[src/rtl/sar_pkg.sv]
// Shared types for the successive-approximation controller.
// Assumes: one conversion sequencer per instance; states are local to it.
package sar_pkg;
    typedef enum logic [2:0] {
        ST_IDLE,
        ST_SAMPLE,
        ST_SETTLE,
        ST_DECIDE,
        ST_RESTORE
    } sar_state_e;
endpackage

[src/rtl/sar_seq.sv]
// Conversion sequencer: walks idle -> sample -> (settle, decide) x WIDTH ->
// restore, counting the bit under trial down from the MSB. It also keeps the
// sticky overrun flag for start requests that arrive while not idle.
// Assumes: conv_start is synchronous to clk.
module sar_seq
    import sar_pkg::*;
#(
    parameter int WIDTH = 8,
    localparam int IDXW = $clog2(WIDTH)
) (
    input  logic            clk,
    input  logic            rst_n,
    input  logic            conv_start,
    output sar_state_e      state_o,
    output logic [IDXW-1:0] bit_idx_o,
    output logic            accept_o,
    output logic            finish_o,
    output logic            overrun_o
);
    localparam logic [IDXW-1:0] TOP_IDX = IDXW'(WIDTH - 1);

    sar_state_e      state_q, state_d;
    logic [IDXW-1:0] idx_q;

    assign accept_o = (state_q == ST_IDLE) && conv_start;
    assign finish_o = (state_q == ST_DECIDE) && (idx_q == '0);

    // Next-state selection for the conversion sequence.
    always_comb begin
        state_d = state_q;
        case (state_q)
            ST_IDLE:    if (conv_start) state_d = ST_SAMPLE;
            ST_SAMPLE:  state_d = ST_SETTLE;
            ST_SETTLE:  state_d = ST_DECIDE;
            ST_DECIDE:  state_d = (idx_q == '0) ? ST_RESTORE : ST_SETTLE;
            ST_RESTORE: state_d = ST_IDLE;
            default:    state_d = ST_IDLE;
        endcase
    end

    // State register and trial-bit index, counting down after each decision.
    always_ff @(posedge clk) begin
        if (!rst_n) begin
            state_q <= ST_IDLE;
            idx_q   <= TOP_IDX;
        end else begin
            state_q <= state_d;
            if (state_q == ST_SAMPLE)
                idx_q <= TOP_IDX;
            else if (state_q == ST_DECIDE && idx_q != '0)
                idx_q <= idx_q - 1'b1;
        end
    end

    // Sticky overrun: set by a start request seen outside idle.
    always_ff @(posedge clk) begin
        if (!rst_n)
            overrun_o <= 1'b0;
        else if (conv_start && state_q != ST_IDLE)
            overrun_o <= 1'b1;
    end

    assign state_o   = state_q;
    assign bit_idx_o = idx_q;

    // once set, overrun stays set until reset
    p_overrun_sticky_r9: assert property (@(posedge clk) disable iff (!rst_n)
        overrun_o |=> overrun_o);

    // a start while busy does not disturb the sequence
    p_busy_start_ignored_r9: assert property (@(posedge clk) disable iff (!rst_n)
        (conv_start && state_q == ST_SETTLE) |=> (state_q == ST_DECIDE));
endmodule

[src/rtl/sar_reg.sv]
// Successive-approximation register: holds the bits decided so far, forms
// the trial code (kept bits plus the bit under trial) and the value the
// register takes once the comparator is sampled.
// Assumes: cmp_in is high when the held input is at or above the DAC tap.
module sar_reg #(
    parameter int WIDTH = 8,
    localparam int IDXW = $clog2(WIDTH)
) (
    input  logic             clk,
    input  logic             rst_n,
    input  logic             accept,
    input  logic             decide,
    input  logic [IDXW-1:0]  bit_idx,
    input  logic             cmp_in,
    output logic [WIDTH-1:0] trial_code,
    output logic [WIDTH-1:0] kept_code
);
    logic [WIDTH-1:0] sar_q;

    // Per-bit trial and keep logic.
    for (genvar g = 0; g < WIDTH; g++) begin : g_bit
        logic on_trial;
        assign on_trial      = (bit_idx == IDXW'(g));
        assign trial_code[g] = sar_q[g] | on_trial;
        assign kept_code[g]  = on_trial ? cmp_in : sar_q[g];
    end

    // Clear at the start of a conversion, update after each decision.
    always_ff @(posedge clk) begin
        if (!rst_n)
            sar_q <= '0;
        else if (accept)
            sar_q <= '0;
        else if (decide)
            sar_q <= kept_code;
    end

    // a decision never touches bits above the one under trial
    p_upper_bits_kept_r4: assert property (@(posedge clk) disable iff (!rst_n)
        (decide && bit_idx != IDXW'(WIDTH - 1)) |=> (sar_q[WIDTH-1] == $past(sar_q[WIDTH-1])));
endmodule

[src/rtl/sar_result.sv]
// Result formatting and storage: latches the number format at start, writes
// straight binary or two's complement into the result register when the last
// decision is made, and pulses the done strobe with it.
// Assumes: finish is high only in the final decision cycle.
module sar_result #(
    parameter int WIDTH = 8,
    localparam logic [WIDTH-1:0] RESET_CODE = {1'b1, {(WIDTH-1){1'b0}}}
) (
    input  logic             clk,
    input  logic             rst_n,
    input  logic             accept,
    input  logic             diff_sel,
    input  logic             finish,
    input  logic [WIDTH-1:0] kept_code,
    output logic [WIDTH-1:0] result_o,
    output logic             conv_done_o
);
    logic             diff_q;
    logic [WIDTH-1:0] formatted;

    // Two's complement is offset binary with the sign bit flipped.
    assign formatted = diff_q ? {~kept_code[WIDTH-1], kept_code[WIDTH-2:0]} : kept_code;

    // Capture the format selection when a conversion is accepted.
    always_ff @(posedge clk) begin
        if (!rst_n)
            diff_q <= 1'b0;
        else if (accept)
            diff_q <= diff_sel;
    end

    // Result register and done strobe, written together.
    always_ff @(posedge clk) begin
        if (!rst_n) begin
            result_o    <= RESET_CODE;
            conv_done_o <= 1'b0;
        end else begin
            conv_done_o <= finish;
            if (finish)
                result_o <= formatted;
        end
    end

    // done is a single-cycle pulse
    p_done_pulse_r7: assert property (@(posedge clk) disable iff (!rst_n)
        conv_done_o |=> !conv_done_o);

    // the result only changes together with done
    p_result_stable_r7: assert property (@(posedge clk) disable iff (!rst_n)
        !conv_done_o |-> $stable(result_o));
endmodule

[src/rtl/sar_ctrl.sv]
// Top of the shared-DAC successive-approximation controller. Routes the DAC
// between the user code and the trial code, drives hold and sample, and
// connects sequencer, approximation register and result store.
// Assumes: external comparator, resistor string and sampling switch.
module sar_ctrl
    import sar_pkg::*;
#(
    parameter int WIDTH = 8,
    localparam int IDXW = $clog2(WIDTH),
    localparam logic [WIDTH-1:0] FIRST_TRIAL = {1'b1, {(WIDTH-1){1'b0}}}
) (
    input  logic             clk,
    input  logic             rst_n,
    input  logic             conv_start,
    input  logic             diff_sel,
    input  logic [WIDTH-1:0] user_code,
    input  logic             cmp_in,
    output logic [WIDTH-1:0] dac_code,
    output logic             hold,
    output logic             sample,
    output logic             busy,
    output logic             conv_done,
    output logic [WIDTH-1:0] result,
    output logic             overrun
);
    sar_state_e       state;
    logic [IDXW-1:0]  bit_idx;
    logic             accept;
    logic             finish;
    logic             in_trial;
    logic [WIDTH-1:0] trial_code;
    logic [WIDTH-1:0] kept_code;

    sar_seq #(.WIDTH(WIDTH)) u_seq (
        .clk        (clk),
        .rst_n      (rst_n),
        .conv_start (conv_start),
        .state_o    (state),
        .bit_idx_o  (bit_idx),
        .accept_o   (accept),
        .finish_o   (finish),
        .overrun_o  (overrun)
    );

    sar_reg #(.WIDTH(WIDTH)) u_reg (
        .clk        (clk),
        .rst_n      (rst_n),
        .accept     (accept),
        .decide     (state == ST_DECIDE),
        .bit_idx    (bit_idx),
        .cmp_in     (cmp_in),
        .trial_code (trial_code),
        .kept_code  (kept_code)
    );

    sar_result #(.WIDTH(WIDTH)) u_res (
        .clk         (clk),
        .rst_n       (rst_n),
        .accept      (accept),
        .diff_sel    (diff_sel),
        .finish      (finish),
        .kept_code   (kept_code),
        .result_o    (result),
        .conv_done_o (conv_done)
    );

    // DAC ownership and analog control outputs.
    always_comb begin
        in_trial = (state == ST_SETTLE) || (state == ST_DECIDE);
        dac_code = in_trial ? trial_code : user_code;
        busy     = (state != ST_IDLE);
        hold     = busy;
        sample   = (state == ST_SAMPLE);
    end

    // sampling lasts exactly one cycle
    p_sample_once_r3: assert property (@(posedge clk) disable iff (!rst_n)
        sample |=> !sample);

    // the cycle after sampling presents the MSB trial
    p_first_trial_r4: assert property (@(posedge clk) disable iff (!rst_n)
        $past(sample) |-> (dac_code == FIRST_TRIAL));

    // hand-back shows the user code while hold is still asserted
    p_restore_r8: assert property (@(posedge clk) disable iff (!rst_n)
        conv_done |-> (dac_code == user_code && hold));

    // hold releases the cycle after done
    p_hold_release_r8: assert property (@(posedge clk) disable iff (!rst_n)
        conv_done |=> !hold);
endmodule

[config.mk]
export PLATFORM = sky130hd
export DESIGN_NAME = sar_ctrl
export DESIGN_NICKNAME = d
export VERILOG_FILES = /design/src/rtl/sar_pkg.sv /design/src/rtl/sar_seq.sv /design/src/rtl/sar_reg.sv /design/src/rtl/sar_result.sv /design/src/rtl/sar_ctrl.sv
export SDC_FILE = /design/constraint.sdc
export NUM_CORES = 1
export LEC_CHECK = 0
export CORE_UTILIZATION = 48
export CTS_CLUSTER_SIZE = 20
export DETAILED_ROUTE_END_ITERATION = 10
export PLACE_DENSITY = 0.76
export SLEW_MARGIN = 20
export SYNTH_ARGS = -nofsm -noshare
export SYNTH_HDL_FRONTEND = slang
export SYNTH_SLANG_ARGS = --single-unit
[constraint.sdc]
create_clock -name clk -period 1.8 [get_ports clk]
set_clock_uncertainty 0.15 [all_clocks]
set_input_delay 0.18 -clock clk [delete_from_list [all_inputs] [get_ports clk]]
set_output_delay 0.18 -clock clk [all_outputs]
set_load 0.03 [all_outputs]
==> qor.txt, run 1 <==
status: finished clean
Startpoint Class: flip-flop
Yosys reg bits: 25
via count: 1295
# port buffers: 33
Post-Route WL: 3401 um
Skew-Pair Late Insertion Delay: 0.32 ns
Post-Synthesis Cells: 158
worst min path class: in -> reg
number of buffers created by CTS: 3
Adder-Cell Fraction of Synth Area: 4.771%
RSZ-0062 raised after global routing: true
worst path bufs/invs: 2
Synth warnings: 0
CTS tree: yes
Core Area: 0.002522 mm2
crit path time final: 1.789 ns
commonest non-fill, non-tap cells in the layout: clkdlybuf4s50_1 (22), buf_4 (21), dfxtp_1 (20), nand2_1 (16), a21oi_1 (13)
routability cong.: 0.9259
Fin Hold WS: 0.3075 ns
total power draw: 1081 uW
largest net degree at the start of global routing: 17
DR pass1 iterations: 4
Slew headroom: 72.19%
Die X: 54.27 um
Worst Setup End Kind: output port
Top-Level Pins: 34
CP cell instances: inv_6 -> ha_4 -> nor2b_4 -> nor2_2 -> o21ai_1 -> buf_4
Clock Tree Buf Depth: 2
Least-Margin Pin Slew: 0.4159 ns
CTS root buf: clkbuf_4
Hold-fix buffers, CTS: 0
Die Y: 54.27 um
n_diodes: 0
initial core utilization: 51.98%
drt wl/cell: 14.98 um
vias in the first global route: 1129
Post-Place Cell Area: 0.001679 mm2
fraction of registers with async set/reset: 0%
final worst slack: 0.01089 ns
drt initial violations: 33
Mapped Area: 0.001311 mm2
Post-DRT Antenna Nets: 0
crit path max fanout: 4
CTS sink count: 25
top-area cell type share of the netlist area: 38.17%
crit share post-route: 99.40%
Arrival @ worst endpoint: 1.46 ns
fin. max-slew vios: 0
mux share of post-synthesis cell area: 2.290%
post-synth top area cell: dfxtp_1
via/cell ratio: 5.705
Post-Syn Area per Cell: 8.299 um2
Peak VDD IR: 465.3 uV
Design Area, Final: 0.001841 mm2
P_leak: 0.0006812 uW
Synth Area in Compound Gates: 22.04%
first-pass GRT wire length: 5154 um
fraction of layout cells with a size suffix above 1: 27.41%
setup violators final: 0
clk slew on worst S/H paths: 0.13 ns
commonest non-fill, non-tap cell in the layout: clkdlybuf4s50_1
count of cell types in the netlist: 39
Top FF cell, synth: dfxtp_1
Crit path max-delay family: flip-flops
syn nets: 176
DRC: 0
Peak Freq: 558.9 MHz
initial antenna violation count: 0
H-tree depth: 1
area grow syn2layout: 40.36%
crit path kind: reg -> out
Slowest-stage cell, CP: dfxtp_4
CP max stage delay: 0.41 ns
setup_tns: 0 ns
Post-Place Worst Slack: 0.07319 ns
Final Net Count: 216
worst path required time: 1.47 ns
leading post-synthesis cells by cell area: dfxtp_1 (38%), o21ai_0 (6.1%), a21oi_1 (5.3%)
endpoints failing hold: 0
Power Dens Cells: 587.4 mW/mm2
post-synthesis sequential area ratio: 38.17%
DPL Wire Length: 2419 um
die area: 0.002945 mm2
largest family of logic cells by synthesized area: simple AND/OR/NAND/NOR gates
# rows: 18
Post-Synth Simple-Gate Area: 26.24%
Total GRT Usage: 24.84%
Synth Area in XOR/XNOR: 0%
grt ovf: 0
MaxCap Viol Count: 0
Post-synth EDFFs: 0
cells in the mapped netlist, types with 4 or more instances:
| cell | number |
|---|---|
| dfxtp_1 | 25 |
| nand2_1 | 16 |
| buf_2 | 5 |
| a21oi_1 | 14 |
| nand3_1 | 7 |
| ha_1 | 5 |
| nor3_1 | 4 |
| inv_1 | 4 |
| o21ai_0 | 16 |
| nor2_1 | 13 |
final cells by class:
| type | count | area [um2] |
|---|---|---|
| flip-flops and latches | 25 | 514.2 |
| inverters | 4 | 22.52 |
| well taps | 30 | 37.54 |
| repair buffers | 47 | 420.4 |
| multi-input cells | 117 | 819.5 |
| clock buffers | 4 | 26.28 |
| fillers | 203 | 681.9 |
path summary, 6_finish.rpt:
kind | slack [ns] | from | end | cells after the start
worst min-delay path | 0.31 | diff_sel | u_res.diff_q | 3
worst max register to register | 0.12 | u_seq.state_o[0] | u_res.result_o[7] | 4
worst max-delay path | 0.01 | u_seq.bit_idx_o[0] | dac_code[2] | 6
worst min register to register | 0.34 | u_res.result_o[5] | u_res.result_o[5] | 2
per-layer routing:
metal  track usage (%)  share of wire (%)
met1             32.60                 46
met2             39.02                 48
met3             3.611                4.8
met4             13.25                2.0
met5                 0                  0
power by group:
group	leakage [uW]	switching (uW)	internal, uW
registers	0.000203	13.2	561
clock network	0.0000150	169	86.8
logic	0.000463	142	109
total	0.000681	325	756
registers in the layout (all words and copies together) (netlist names):
register	cells
u_res.result_o	8
u_res.diff_q	1
u_seq.state_o	3
u_seq.overrun_o	1
u_reg.sar_q	8
u_seq.bit_idx_o	3
u_res.conv_done_o	1
cells by family after synthesis:
group                    after synthesis
flip-flops                            25
buffers and inverters                 16
AND/OR/NAND/NOR                       63
multiplexers                           3
AO/OA/AOI/OAI                         46
adder cells (fa/ha/maj)                5
what timing repair did:
item	4_1_cts	5_1_grt
setup endpoints to repair	11	11
pin swaps	0	3
hold endpoints to repair	0	0
gates resized for setup	20	25
setup buffers	1	1
metrics by stage:
step | cells | util (%)
floorplan | 158 | -
global placement | 221 | 66.57
detailed placement | 221 | 66.57
CTS | 226 | 69.00
global route | 227 | 72.97
finish | 227 | 72.97
worst reg2reg max path, delay by kind of cell, from the launching register on:
| family | cells | cell delay, ns |
|---|---|---|
| buffers and inverters | 1 | 0.16 |
| AND/OR/NAND/NOR | 2 | 0.76 |
| AO/OA/AOI/OAI | 1 | 0.23 |
| flip-flops | 1 | 0.35 |
No activity file was read; power rests on OpenSTA's default activity.
==> run 2: changes to the inputs <==
--- a/config.mk
+++ b/config.mk
@@ -5,11 +5,13 @@
 export SDC_FILE = /design/constraint.sdc
 export NUM_CORES = 1
 export LEC_CHECK = 0
-export CORE_UTILIZATION = 48
+export CORE_MARGIN = 2
+export CORE_UTILIZATION = 50
 export CTS_CLUSTER_SIZE = 20
 export DETAILED_ROUTE_END_ITERATION = 10
 export PLACE_DENSITY = 0.76
 export SLEW_MARGIN = 20
 export SYNTH_ARGS = -nofsm -noshare
 export SYNTH_HDL_FRONTEND = slang
+export SYNTH_HIERARCHICAL = 1
 export SYNTH_SLANG_ARGS = --single-unit
==> qor.txt, run 2 <==
status: finished, violations left (was finished clean)
violated checks: negative setup slack
final worst slack: -0.2041 ns (was 0.01089 ns)
crit path time final: 2.004 ns (was 1.789 ns)
Peak Freq: 499.0 MHz (was 558.9 MHz)
DR pass1 iterations: 4 (unchanged)
first-pass GRT wire length: 5996 um (was 5154 um)
Slowest-stage cell, CP: dfxtp_2 (was dfxtp_4)
post-synth top area cell: dfxtp_1 (unchanged)
Post-Route WL: 3946 um (was 3401 um)
total power draw: 1092 uW (was 1081 uW)
Peak VDD IR: 381.9 uV (was 465.3 uV)
syn nets: 158 (was 176)
Skew-Pair Late Insertion Delay: 0.32 ns (about the same)
Top FF cell, synth: dfxtp_1 (unchanged)
Clock Tree Buf Depth: 2 (unchanged)
worst path bufs/invs: 3 (was 2)
Die Y: 60.20 um (was 54.27 um)
commonest non-fill, non-tap cells in the layout: buf_4 (31), clkdlybuf4s50_1 (22), dfxtp_1 (22), mux2i_1 (16), buf_6 (14) (was clkdlybuf4s50_1 (22), buf_4 (21), dfxtp_1 (20), nand2_1 (16), a21oi_1 (13))
CTS root buf: clkbuf_4 (unchanged)
RSZ-0062 raised after global routing: true (unchanged)
Total GRT Usage: 22.90% (was 24.84%)
Worst Setup End Kind: output port (unchanged)
top cell types by occurrence after synthesis: dfxtp_1 (25), mux2i_1 (16), mux2_4 (13) (was dfxtp_1 (25), nand2_1 (16), o21ai_0 (16))
largest net degree at the start of global routing: 18 (was 17)
fill cell total of the finished layout: 209 (was 203)
Sequential cell area: 509.2 um2 (was 514.2 um2)
via/cell ratio: 5.240 (was 5.705)
worst min path class: in -> reg (unchanged)
leading post-synthesis cells by cell area: dfxtp_1 (32%), mux2_4 (12%), mux2i_1 (10%) (was dfxtp_1 (38%), o21ai_0 (6.1%), a21oi_1 (5.3%))
vias in the first global route: 1305 (was 1129)
CTS tree: yes (unchanged)
fraction of registers with async set/reset: 0% (unchanged)
Slew headroom: 73.30% (was 72.19%)
count leader, synth: dfxtp_1 (unchanged)
Final Net Count: 226 (was 216)
H-tree depth: 1 (unchanged)
Arrival @ worst endpoint: 1.67 ns (was 1.46 ns)
drt initial violations: 32 (was 33)
drt wl/cell: 15.54 um (was 14.98 um)
Post-Place Cell Area: 0.002083 mm2 (was 0.001679 mm2)
critical path's most frequent cell: buf_6
# port buffers: 33 (unchanged)
Final Util: 75.50% (was 72.97%)
Yosys reg bits: 25 (unchanged)
area grow syn2layout: 44.77% (was 40.36%)
Synth warnings: 6 (was 0)
post-synthesis sequential area ratio: 31.70% (was 38.17%)
crit path max fanout: 6 (was 4)
n_diodes: 0 (unchanged)
count of cell types in the netlist: 40 (was 39)
setup violators final: 8 (was 0)
fin. max-slew vios: 0 (unchanged)
via count: 1331 (was 1295)
die area: 0.003623 mm2 (was 0.002945 mm2)
Post-Synthesis Cells: 143 (was 158)
top-area cell type share of the netlist area: 31.70% (was 38.17%)
# rows: 20 (was 18)
crit path kind: reg -> out (unchanged)
CP max stage delay: 0.36 ns (was 0.41 ns)
Crit path max-delay family: buffers and inverters (was flip-flops)
MaxCap Viol Count: 0 (unchanged)
crit share post-route: 111.3% (was 99.40%)
area of the multi-input gates: 0.001049 mm2 (was 819.5 um2)
Least-Margin Pin Slew: 0.3992 ns (was 0.4159 ns)
DPL Wire Length: 2715 um (was 2419 um)
commonest non-fill, non-tap cell in the layout: buf_4 (was clkdlybuf4s50_1)
Mapped Area: 0.001579 mm2 (was 0.001311 mm2)
initial core utilization: 52.15% (was 51.98%)
endpoints failing hold: 0 (unchanged)
Hold-fix buffers, CTS: 0 (unchanged)
initial antenna violation count: 0 (unchanged)
routability cong.: 0.7546 (was 0.9259)
Top-Level Pins: 34 (unchanged)
grt ovf: 0 (unchanged)
Core Area: 0.003028 mm2 (was 0.002522 mm2)
Post-Syn Area per Cell: 11.04 um2 (was 8.299 um2)
CTS sink count: 25 (unchanged)
CP cell instances: buf_6 -> buf_4 -> nand3_4 -> or2b_1 -> mux2_4 -> buf_6 (was inv_6 -> ha_4 -> nor2b_4 -> nor2_2 -> o21ai_1 -> buf_4)
clk slew on worst S/H paths: 0.14 ns (was 0.13 ns)
DRC: 0 (unchanged)
P_leak: 0.001028 uW (was 0.0006812 uW)
worst path required time: 1.47 ns (about the same)
Power Dens Cells: 477.6 mW/mm2 (was 587.4 mW/mm2)
Die X: 60.20 um (was 54.27 um)
Post-DRT Antenna Nets: 0 (unchanged)
number of buffers created by CTS: 3 (unchanged)
fraction of layout cells with a size suffix above 1: 42.86% (was 27.41%)
Design Area, Final: 0.002286 mm2 (was 0.001841 mm2)
Post-synth EDFFs: 0 (unchanged)
Largest regs: u_reg/sar_q x8, u_res/result_o x8 (was u_reg.sar_q x8, u_res.result_o x8)
Startpoint Class: flip-flop (unchanged)
run 2: changes by cell type after synthesis, moves of 6 or more:
cell / change
nand2_1: -15
mux2_4: +13
mux2i_1: +13
o21ai_0: -13
a21oi_1: -11
nor2_1: -9
nand3b_1: +8
nand3_1: -7
nor2b_1: +6
run 2: cells by family after synthesis:
logic type	Yosys count	synth area share [%]
XOR/XNOR	1	0.5548
buffers and inverters	12	5.625
flip-flops	25	31.70
AND/OR/NAND/NOR	60	31.85
adder cells (fa/ha/maj)	2	1.585
AO/OA/AOI/OAI	11	4.040
multiplexers	32	24.64
run 2: timing repair:
| item | 4_1_cts | 5_1_grt |
|---|---|---|
| pin swaps | 3 | 1 |
| endpoints found under the setup margin | 24 | 16 |
| setup buffers | 8 | 2 |
| cloned | 1 | 0 |
| gates resized for setup | 58 | 10 |
run 2: layout make-up:
class / count / area share (%)
multi-input cells: 107 / 45.87
repair buffers: 70 / 27.53
flip-flops and latches: 25 / 22.28
well taps: 44 / 2.408
clock buffers: 4 / 1.149
inverters: 4 / 0.7663
run 2: worst paths after layout:
path,from,to,slack (ns),depth (start not counted)
worst max-delay path,u_seq/bit_idx_o[2],dac_code[7],-0.20,6
worst min-delay path,diff_sel,u_res/diff_q,0.34,3
worst max register to register,u_seq/bit_idx_o[1],u_res/result_o[2],0.06,8
worst min register to register,u_reg/sar_q[6],u_reg/sar_q[6],0.37,2
run 2: routing by layer:
layer	vias to the layer above	GRT usage [%]	wire length (um)
met4	0	9.841	106
met1	641	23.39	1549
met5	-	0	0
li1	646	-	-
met2	34	44.72	2166
met3	10	3.680	124
run 2: tightest hold or removal path, stage by stage:
cell and delay (ns):
clkdlybuf4s50_1 0.40, mux2i_1 0.13, nor2b_1 0.06
run 2: power by group:
group / internal [uW] / switching (uW) / total, uW
logic: 139 / 132 / 272
registers: 559 / 9.41 / 568
clock network: 86.6 / 165 / 252
total: 785 / 307 / 1090
run 2: stage by stage:
stage	hold slack (ns)	setup TNS (ns)	cells	setup slack [ns]
after CTS	0.3317	-1.035	252	-0.2033
after floorplan	0.1100	0	143	0.06043
after global routing	0.3605	-1.464	254	-0.2716
after global placement	0.3120	-1.867	239	-0.3049
after detailed placement	0.3345	-2.917	239	-0.3422
final	0.3421	-1.024	254	-0.2041
